### config.mk
export PLATFORM = sky130hd
export DESIGN_NAME = fe_derand_front
export DESIGN_NICKNAME = d
export VERILOG_FILES = /design/src/rtl/fe_pkg.sv /design/src/rtl/fe_chan_align.sv /design/src/rtl/fe_pipe_buf.sv /design/src/rtl/fe_derand_fifo.sv /design/src/rtl/fe_serializer.sv /design/src/rtl/fe_derand_front.sv
export SDC_FILE = /design/constraint.sdc
export NUM_CORES = 1
export LEC_CHECK = 0
export BUFFER_PORTS_ARGS = -buffer_cell sky130_fd_sc_hd__buf_2
export CORE_ASPECT_RATIO = 1.75
export CORE_MARGIN = 3
export CORE_UTILIZATION = 35
export CTS_CLUSTER_DIAMETER = 50
export CTS_CLUSTER_SIZE = 14
export DETAILED_ROUTE_END_ITERATION = 12
export SLEW_MARGIN = 40
export SYNTH_ARGS = -nofsm -noshare
export SYNTH_HDL_FRONTEND = slang
export SYNTH_HIERARCHICAL = 1
export SYNTH_SLANG_ARGS = --single-unit
export TNS_END_PERCENT = 1
### constraint.sdc
create_clock -name clk -period 2.5 [get_ports clk]
set_clock_uncertainty 0.15 [all_clocks]
set_input_delay 0.5 -clock clk [delete_from_list [all_inputs] [get_ports clk]]
set_output_delay 0.5 -clock clk [all_outputs]
set_load 0.02 [all_outputs]
### src/rtl/fe_pkg.sv
package fe_pkg;

  // Serializer phases: waiting for an event, offering the start marker,
  // shifting out the event word.
  typedef enum logic [1:0] {
    SER_IDLE = 2'd0,
    SER_MARK = 2'd1,
    SER_DATA = 2'd2
  } ser_state_e;

  // Bits needed to index n entries (at least one bit).
  function automatic int unsigned idx_bits(input int unsigned n);
    return (n < 2) ? 1 : $clog2(n);
  endfunction

endpackage

### src/rtl/fe_chan_align.sv
// One channel: entry register followed by a fixed delay line.
module fe_chan_align #(
  parameter int unsigned CW  = 8,
  parameter int unsigned DLY = 0
) (
  input  logic          clk,
  input  logic          rst_n,
  input  logic [CW-1:0] din,
  output logic [CW-1:0] dout
);

  logic [CW-1:0] entry_q;

  always_ff @(posedge clk or negedge rst_n) begin
    if (!rst_n) entry_q <= '0;
    else        entry_q <= din;
  end

  generate
    if (DLY == 0) begin : g_nodly
      assign dout = entry_q;
    end else begin : g_dly
      logic [CW-1:0] stage_q [DLY];
      always_ff @(posedge clk or negedge rst_n) begin
        if (!rst_n) begin
          for (int i = 0; i < DLY; i++) stage_q[i] <= '0;
        end else begin
          stage_q[0] <= entry_q;
          for (int i = 1; i < DLY; i++) stage_q[i] <= stage_q[i-1];
        end
      end
      assign dout = stage_q[DLY-1];
    end
  endgenerate

endmodule

### src/rtl/fe_pipe_buf.sv
// Latency buffer: a ring written every cycle; the read tap is the slot about
// to be overwritten, i.e. the word written LAT edges ago.
module fe_pipe_buf
  import fe_pkg::*;
#(
  parameter int unsigned EW  = 32,
  parameter int unsigned LAT = 8
) (
  input  logic          clk,
  input  logic          rst_n,
  input  logic [EW-1:0] wr_word,
  output logic [EW-1:0] tap_word
);

  localparam int unsigned PW = idx_bits(LAT);

  logic [EW-1:0] ring_q [LAT];
  logic [PW-1:0] slot_q;

  always_ff @(posedge clk or negedge rst_n) begin
    if (!rst_n) begin
      slot_q <= '0;
      for (int i = 0; i < LAT; i++) ring_q[i] <= '0;
    end else begin
      ring_q[slot_q] <= wr_word;
      slot_q         <= (slot_q == PW'(LAT - 1)) ? '0 : slot_q + 1'b1;
    end
  end

  assign tap_word = ring_q[slot_q];

endmodule

### src/rtl/fe_derand_fifo.sv
// Derandomizer: writes refused while full, refusals flagged and counted.
module fe_derand_fifo
  import fe_pkg::*;
#(
  parameter int unsigned EW     = 32,
  parameter int unsigned DEPTH  = 4,
  parameter int unsigned DROP_W = 8
) (
  input  logic                        clk,
  input  logic                        rst_n,
  input  logic                        wr_req,
  input  logic [EW-1:0]               wr_data,
  input  logic                        rd_pop,
  output logic [EW-1:0]               rd_data,
  output logic                        empty,
  output logic                        full,
  output logic [$clog2(DEPTH+1)-1:0]  count,
  output logic                        ovf,
  output logic [DROP_W-1:0]           drops
);

  localparam int unsigned AW   = idx_bits(DEPTH);
  localparam int unsigned CNTW = $clog2(DEPTH + 1);

  logic [EW-1:0]   mem_q [DEPTH];
  logic [AW-1:0]   wp_q, rp_q;
  logic [CNTW-1:0] cnt_q;
  logic            wr_en, rd_en;

  function automatic logic [AW-1:0] bump(input logic [AW-1:0] p);
    return (p == AW'(DEPTH - 1)) ? '0 : p + 1'b1;
  endfunction

  assign full  = (cnt_q == CNTW'(DEPTH));
  assign empty = (cnt_q == '0);
  assign wr_en = wr_req && !full;
  assign rd_en = rd_pop && !empty;

  always_ff @(posedge clk) begin
    if (wr_en) mem_q[wp_q] <= wr_data;
  end

  always_ff @(posedge clk or negedge rst_n) begin
    if (!rst_n) begin
      wp_q  <= '0;
      rp_q  <= '0;
      cnt_q <= '0;
      ovf   <= 1'b0;
      drops <= '0;
    end else begin
      if (wr_en) wp_q <= bump(wp_q);
      if (rd_en) rp_q <= bump(rp_q);
      cnt_q <= cnt_q + CNTW'(wr_en) - CNTW'(rd_en);
      if (wr_req && full) begin
        ovf <= 1'b1;
        if (drops != '1) drops <= drops + 1'b1;
      end
    end
  end

  assign rd_data = mem_q[rp_q];
  assign count   = cnt_q;

endmodule

### src/rtl/fe_serializer.sv
// One-bit valid/ready stream: marker 1, then the event word MSB first.
module fe_serializer
  import fe_pkg::*;
#(
  parameter int unsigned EW = 32
) (
  input  logic          clk,
  input  logic          rst_n,
  input  logic          src_empty,
  input  logic [EW-1:0] src_word,
  output logic          src_pop,
  output logic          out_valid,
  input  logic          out_ready,
  output logic          out_bit,
  output logic          busy
);

  localparam int unsigned BW = idx_bits(EW);

  ser_state_e    state_q;
  logic [EW-1:0] shift_q;
  logic [BW-1:0] left_q;

  always_ff @(posedge clk or negedge rst_n) begin
    if (!rst_n) begin
      state_q <= SER_IDLE;
      shift_q <= '0;
      left_q  <= '0;
    end else begin
      case (state_q)
        SER_IDLE: begin
          if (!src_empty) begin
            shift_q <= src_word;
            state_q <= SER_MARK;
          end
        end
        SER_MARK: begin
          if (out_ready) begin
            left_q  <= BW'(EW - 1);
            state_q <= SER_DATA;
          end
        end
        SER_DATA: begin
          if (out_ready) begin
            if (left_q == '0) begin
              state_q <= SER_IDLE;
            end else begin
              shift_q <= {shift_q[EW-2:0], 1'b0};
              left_q  <= left_q - 1'b1;
            end
          end
        end
        default: state_q <= SER_IDLE;
      endcase
    end
  end

  assign src_pop   = (state_q == SER_IDLE) && !src_empty;
  assign out_valid = (state_q != SER_IDLE);
  assign out_bit   = (state_q == SER_MARK) ? 1'b1 : shift_q[EW-1];
  assign busy      = (state_q != SER_IDLE);

endmodule

### src/rtl/fe_derand_front.sv
module fe_derand_front
  import fe_pkg::*;
#(
  parameter int unsigned NCH    = 4,
  parameter int unsigned CW     = 8,
  parameter int unsigned DLY_W  = 3,
  parameter logic [NCH*DLY_W-1:0] CH_DLY = {3'd3, 3'd0, 3'd2, 3'd1},
  parameter int unsigned TW_LSB = 4,
  parameter int unsigned TW_W   = 4,
  parameter int unsigned LAT    = 8,
  parameter int unsigned FDEPTH = 4,
  parameter int unsigned DROP_W = 8
) (
  input  logic                 clk,
  input  logic                 rst_n,
  input  logic [NCH*CW-1:0]    chan_data,
  input  logic                 l1_accept,
  output logic [NCH*TW_W-1:0]  trig_word,
  output logic                 ser_valid,
  input  logic                 ser_ready,
  output logic                 ser_bit,
  output logic                 ser_busy,
  output logic                 ovf_flag,
  output logic [DROP_W-1:0]    drop_cnt
);

  localparam int unsigned EW   = NCH * CW;
  localparam int unsigned TWW  = NCH * TW_W;
  localparam int unsigned CNTW = $clog2(FDEPTH + 1);

  logic [EW-1:0]   aligned;
  logic [TWW-1:0]  tw_next;
  logic [EW-1:0]   tap_word;
  logic [EW-1:0]   head_word;
  logic            fifo_empty, fifo_full, ser_pop;
  logic [CNTW-1:0] fifo_cnt;

  // Per-channel alignment and trigger-field extraction.
  for (genvar c = 0; c < NCH; c++) begin : g_ch
    localparam int unsigned D = int'(CH_DLY[c*DLY_W +: DLY_W]);
    fe_chan_align #(.CW(CW), .DLY(D)) u_align (
      .clk  (clk),
      .rst_n(rst_n),
      .din  (chan_data[c*CW +: CW]),
      .dout (aligned[c*CW +: CW])
    );
    assign tw_next[c*TW_W +: TW_W] = aligned[c*CW + TW_LSB +: TW_W];
  end

  always_ff @(posedge clk or negedge rst_n) begin
    if (!rst_n) trig_word <= '0;
    else        trig_word <= tw_next;
  end

  fe_pipe_buf #(.EW(EW), .LAT(LAT)) u_pipe (
    .clk     (clk),
    .rst_n   (rst_n),
    .wr_word (aligned),
    .tap_word(tap_word)
  );

  fe_derand_fifo #(.EW(EW), .DEPTH(FDEPTH), .DROP_W(DROP_W)) u_fifo (
    .clk    (clk),
    .rst_n  (rst_n),
    .wr_req (l1_accept),
    .wr_data(tap_word),
    .rd_pop (ser_pop),
    .rd_data(head_word),
    .empty  (fifo_empty),
    .full   (fifo_full),
    .count  (fifo_cnt),
    .ovf    (ovf_flag),
    .drops  (drop_cnt)
  );

  fe_serializer #(.EW(EW)) u_ser (
    .clk      (clk),
    .rst_n    (rst_n),
    .src_empty(fifo_empty),
    .src_word (head_word),
    .src_pop  (ser_pop),
    .out_valid(ser_valid),
    .out_ready(ser_ready),
    .out_bit  (ser_bit),
    .busy     (ser_busy)
  );

endmodule

# After elaboration in Yosys (flattened, before gate mapping)
# Memories as Yosys holds them, arrays and structs flattened.
# Cells that the tools add are included.
# Widths: inputs -> output; s select.
[word_totals] latch_bits=0 ff_bits=410 ram_bits=128 output_inout_bits=28 n_memories=1 mem_bits_ro=0 input_bits=36 wordCells=93
[classes] n_eq_ne=12 add_sub_neg=7 n_reduce_logical=17 shifts=0 n_mux=25 order_cmp=2 multipliers=0 bitwise_logic=1 div=0
[memory_table] memory="u_fifo.mem_q" depth=4 width=32 rd=1 rd_clocked_by_memory_dff=0 wr=1 line_no="fe_derand_fifo.sv:25" rtl="logic [EW-1:0] mem_q [DEPTH];"
[op_table] cell="$bwmux 256" n=1
[op_table] cell="$mux 32" n=6
[op_table] cell="$bmux 32 s3" n=1
[op_table] cell="$demux 32 s3" n=1
[op_table] cell="$pmux 32 s2" n=1
[op_table] cell="$mux 5" n=3
[op_table] cell="$mux 2" n=6
[op_table] cell="$reduce_and 4->1" n=3
[op_table] cell="$pmux 5 s2" n=1
[op_table] cell="$add 8x1->8 const B" n=1
[op_table] cell="$ne 2x2->1 const B" n=4
[op_table] cell="$ne 8x8->1 const B" n=1
[op_table] cell="$eq 2x2->1 const B" n=3
[op_table] cell="$eq 3x3->1 const B" n=2
[op_table] cell="$pmux 2 s3" n=1
[op_table] cell="$reduce_bool 2->1" n=3
[op_table] cell="$logic_and 1x1->1" n=5
[op_table] cell="$logic_not 5->1" n=1
[op_table] cell="$sub 5x1->5 const B" n=1
[op_table] cell="$add 2x1->2 const B" n=2
[op_table] cell="$ge 4x4->1 const B" n=1
[op_table] cell="$lt 4x1->1 const B" n=1
[op_table] cell="$not 3->4" n=1
[op_table] cell="$add 3x1->3" n=1
[op_table] cell="other kinds (10)" n=13

# Longest topological paths before layout
[depth] ltp_word=6 ltp_mapped=12 mapped_depth_nobuf=11

# Hierarchy
# The synthesis kept the hierarchy.
[by_module_without_submodules] module="fe_pipe_buf" seq_area_each_um2=6481.2 instances=1 cells_per_inst=666 area_per_inst_um2=11673.7
[by_module_without_submodules] module="fe_derand_fifo" seq_area_each_um2=4244.1 instances=1 cells_per_inst=241 area_per_inst_um2=5466.5
[by_module_without_submodules] module="fe_serializer" seq_area_each_um2=975.9 instances=1 cells_per_inst=162 area_per_inst_um2=1916.8
[by_module_without_submodules] module="fe_chan_align (g_ch[3].u_align)" seq_area_each_um2=800.8 instances=1 cells_per_inst=40 area_per_inst_um2=860.8
[by_module_without_submodules] module="fe_chan_align (g_ch[1].u_align)" seq_area_each_um2=600.6 instances=1 cells_per_inst=32 area_per_inst_um2=660.6
[by_module_without_submodules] module="fe_chan_align (g_ch[0].u_align)" seq_area_each_um2=400.4 instances=1 cells_per_inst=16 area_per_inst_um2=400.4
[by_module_without_submodules] module="fe_derand_front" seq_area_each_um2=400.4 instances=1 cells_per_inst=16 area_per_inst_um2=400.4
[by_module_without_submodules] module="fe_chan_align (g_ch[2].u_align)" seq_area_each_um2=200.2 instances=1 cells_per_inst=8 area_per_inst_um2=200.2

# Least setup slack after synthesis
# OpenSTA, ideal clock, no wires.
[synth_timing] path_kind="reg-to-reg" from="reg u_fifo.cnt_q[1] (netlist: u_fifo/count[1])" to="reg u_fifo.cnt_q[2] (netlist: u_fifo/count[2])" setup_slack_ns=-0.008 period_less_slack_ns=2.508 n_path_buf=1 path_stages_with_launch=13 setup_time_ns=0.123 required_ns=2.227 arrival_ns=2.235 cell_sequence="dfrtp_1 > nor3_1 > or3_1 > clkbuf_1 > inv_2 > nand2b_1 > inv_1 > ha_1 > inv_1 > ha_1 > fa_1 > xnor2_1 > xnor2_1"
[synth_via] elab_chain_len=5 word_cells_on_any_way=9 classes_between="add/sub (2); eq/ne (1); reduce/logical (6)"
[synth_lines] element="start: declaration" line_no="fe_derand_fifo.sv:27" rtl="logic [CNTW-1:0] cnt_q;"
[synth_lines] element="start signal: assignment" line_no="fe_derand_fifo.sv:53" rtl="cnt_q <= cnt_q + CNTW'(wr_en) - CNTW'(rd_en);"
[synth_lines] element="$logic_not 3->1" line_no="fe_derand_fifo.sv:35" rtl="assign empty = (cnt_q == '0);"
[synth_lines] element="net fifo_empty" line_no="fe_derand_front.sv:35" rtl="logic fifo_empty, fifo_full, ser_pop;"
[synth_lines] element="$logic_not 1->1" line_no="fe_serializer.sv:58" rtl="assign src_pop = (state_q == SER_IDLE) && !src_empty;"
[synth_lines] element="$logic_and 1x1->1" line_no="fe_serializer.sv:58"
[synth_lines] element="net ser_pop" line_no="fe_derand_front.sv:35"
[synth_lines] element="$logic_and 1x1->1" line_no="fe_derand_fifo.sv:37" rtl="assign rd_en = rd_pop && !empty;"
[synth_lines] element="net u_fifo.rd_en" line_no="fe_derand_fifo.sv:28" rtl="logic wr_en, rd_en;"
[synth_lines] element="$sub 3x1->3" line_no="fe_derand_fifo.sv:53"
# The timed path passes the listed nets, and every way through them passes these cells.
# A chain may end at the register's enable or synchronous reset.

# Final worst setup path
[layout_timing] from="reg u_fifo.cnt_q[2] (netlist: u_fifo/count[2])" to="reg u_fifo.cnt_q[2] (netlist: u_fifo/count[2])"
# The elaborated chain is that of the path after synthesis.

==> summary.md <==
| Metric | Value |
|---|---|
| Status | `finished, final reports clean` |
| Leak | `9.65 nW` |
| Area grow syn2layout | `14.8%` |
| Gate Count Post-Synth | `1180` |
| Reg2Reg Depth | `11` |
| Ant diodes | `0` |
| Worst min-delay path startpoint | `ser_ready` |
| Share of cells above drive strength 1 | `42.2%` |
| I/O Buffers | `63` |
| Clock Sinks | `538` |
| Crit path time final | `2.35 ns` |
| Endpoint class of the critical path | `flop` |
| Die Y | `between 300 and 400 microns` |
| GRT Residual Overflow | `0` |
| Total Wirelength | `42.2 mm` |
| Startpoint types | `flop` |
| Largest net degree at the start of global routing | `80` |
| Die W | `194 microns` |
| CTS clk-pin slew, worst paths | `roughly 0.07 ns` |
| CP peak stage delay | `0.40 ns` |
| Setup Viol. Count Final | `0` |
| CTS max path bufs | `3` |
| First-pass GRT wire length | `68.0 mm` |
| Worst-path cell chain | `nor3_4, or3_4, inv_2, nand2b_1, inv_1, ha_1, inv_1, ha_1, fa_1, xnor2_2, xnor2_1` |
| Syn_nets | `1228` |
| Finished Cell Area | `between 20000 and 25000 sq um` |
| P per Cell Area | `871 nW/um^2` |
| Hold slack | `0.118 ns` |
| I/O pin total | `64` |
| Headroom to the max-slew limit | `62.6%` |
| Reg2reg setup slack | `0.15 ns` |
| Maximum vdd ir drop | `approximately 0.00050 V` |
| CTS tree | `done` |
| Crit path kind | `reg -> reg` |
| Crit-path slowest cell | `dfrtp_1` |
| Drt via density | `5.03` |
| Site Rows | `119` |
| Reg2reg start | `u_fifo/count[2]$_DFF_PN0_` |
| Setup Total Neg Slack | `0 ns` |
| Crit Reg-Reg Endpoint | `u_fifo/count[2]$_DFF_PN0_` |
| HP Class | `in -> reg` |
| DP HPWL | `26.2 mm` |
| Synthesized area per cell | `18.3 sq um` |
| Unrepaired setup endpoints after global routing | `false` |
| Post-CTS Repair Setup Buffers | `0` |
| Final net count | `1342` |
| Vias in the first global route | `around 12k` |
| Pre-CTS setup slack | `between 0.04 and 0.05 ns` |
| Number of cells on the critical path | `11` |
| Critical path buffers and inverters | `3` |
| Post-DRT Antenna Nets | `0` |
| Least-Margin Pin Slew | `0.560 ns` |
| H-tree levels | `2` |
| CP required | `2.83 ns` |
| Post-Syn Area | `about 22000 sq um` |
| CP Max Fanout | `3` |
| GPL Wtd Cong | `0.710` |
| Hold Path Cell Cnt | `2` |
| Via count | `10.6k` |
| Highest-count cells in the layout ignoring fill and taps | `406 x dfrtp_1, 284 x mux2_2, 128 x edfxtp_1` |
| Yosys warns | `6` |
| DRT iter0 DRCs | `466` |
| Drt pass-1 iters | `4` |
| Max Fclk | `425 MHz` |
| Initial antenna violation count | `0` |
| Final WS setup | `0.149 ns` |
| Worst EP arrival | `2.68 ns` |
| Overall Global Routing Usage | `13.2%` |
| CTS Root Cell | `clkbuf_16` |
| Die area | `64800 sq um` |
| Slew Limit Fails | `0` |
| Commonest non-fill, non-tap cell in the layout | `dfrtp_1` |
| Fin crit share | `94.0%` |
| Endpoints failing hold | `0` |
| Hold EP | `u_ser/state_q[0]$_DFFE_PN0P_` |
| DRC viols | `0` |
| Core Area | `between 60000 and 70000 sq um` |
| Family with the most delay on the worst path | `adder cells` |
| Starting Density | `a little over a third` |
| Cts bufs inserted | `48` |
| Clk Latency, worst-skew pair | `0.59 ns` |
| MaxCap Viol Count | `0` |
| Cell area after placement | `roughly 23000 sq um` |
| WL/cell | `20.1 microns` |
==> registers in the layout, summed over array words and instances (netlist names), 5 cells and up <==
name	cells
u_pipe/ring_q	256
u_fifo/mem_q	128
g_ch.u_align/dout	32
u_ser/shift_q	32
g_ch.u_align/entry_q	24
g_ch.u_align/g_dly.stage_q	24
trig_word	16
u_fifo/drops	8
u_ser/left_q	5
==> where the power goes <==
group / internal, mW / switching (mW) / total, mW
Clock: 3.72 / 3.17 / 6.89
Sequential: 10.2 / 0.537 / 10.7
Combinational: 2.00 / 1.98 / 3.98
Total: 15.9 / 5.69 / 21.6
==> layer usage <==
layer,vias up,part of all wire [%],track usage [%]
met5,-,0,0
met4,0,2.6,4.07
met3,60,2.6,1.98
met2,138,54,24.4
met1,5692,41,16.0
li1,4696,-,-
==> per-stage QoR <==
| stage | instances | power (mW) | utilization (%) |
|---|---|---|---|
| 2_1_floorplan | 1180 | 13.5 | - |
| 3_3_place_gp | 1997 | 14.7 | 38.0 |
| 3_5_place_dp | 1997 | 14.9 | 38.0 |
| 4_1_cts | 2105 | 21.9 | 40.8 |
| 5_1_grt | 2105 | 22.6 | 40.9 |
| 6_report | 2105 | 21.6 | 40.9 |
==> how the worst max path moves through the flow <==
stage	startpoint	end	slack, ns
2_1_floorplan	u_fifo/count[1]$_DFF_PN0_	u_fifo/count[2]$_DFF_PN0_	0.06
3_3_place_gp	u_fifo/count[1]$_DFF_PN0_	u_fifo/count[2]$_DFF_PN0_	0.1
3_5_place_dp	u_fifo/count[1]$_DFF_PN0_	u_fifo/count[2]$_DFF_PN0_	0.04
4_1_cts	u_fifo/count[0]$_DFF_PN0_	u_fifo/count[2]$_DFF_PN0_	0.008
5_1_grt	u_fifo/count[2]$_DFF_PN0_	u_fifo/count[2]$_DFF_PN0_	0.02
6_report	u_fifo/count[2]$_DFF_PN0_	u_fifo/count[2]$_DFF_PN0_	0.15
==> layout make-up <==
cell class | count | area [sq um]
flip-flops and latches | 538 | 14100
well taps | 786 | 983
fillers | 5393 | 35800
repair buffers | 150 | 1320
clock inverters | 10 | 116
clock buffers | 65 | 1290
inverters | 12 | 45.0
multi-input cells | 544 | 6910
==> worst register-to-register path: cells and delay by family (launching register included) <==
| kind | cells | cell delay [ns] |
|---|---|---|
| xor gates and xnor gates | 2 | 0.27 |
| and+or+nand+nor | 3 | 0.45 |
| DFF | 1 | 0.40 |
| adders and majority gates | 3 | 0.84 |
| buffers and inverters | 3 | 0.12 |
==> timing repair <==
item,4_1_cts,5_1_grt
endpoints found under the setup margin,0,1
hold buffers,33,0
hold endpoints to repair,65,0
gates resized for setup,0,4
Power figures use the tool's default switching activity.
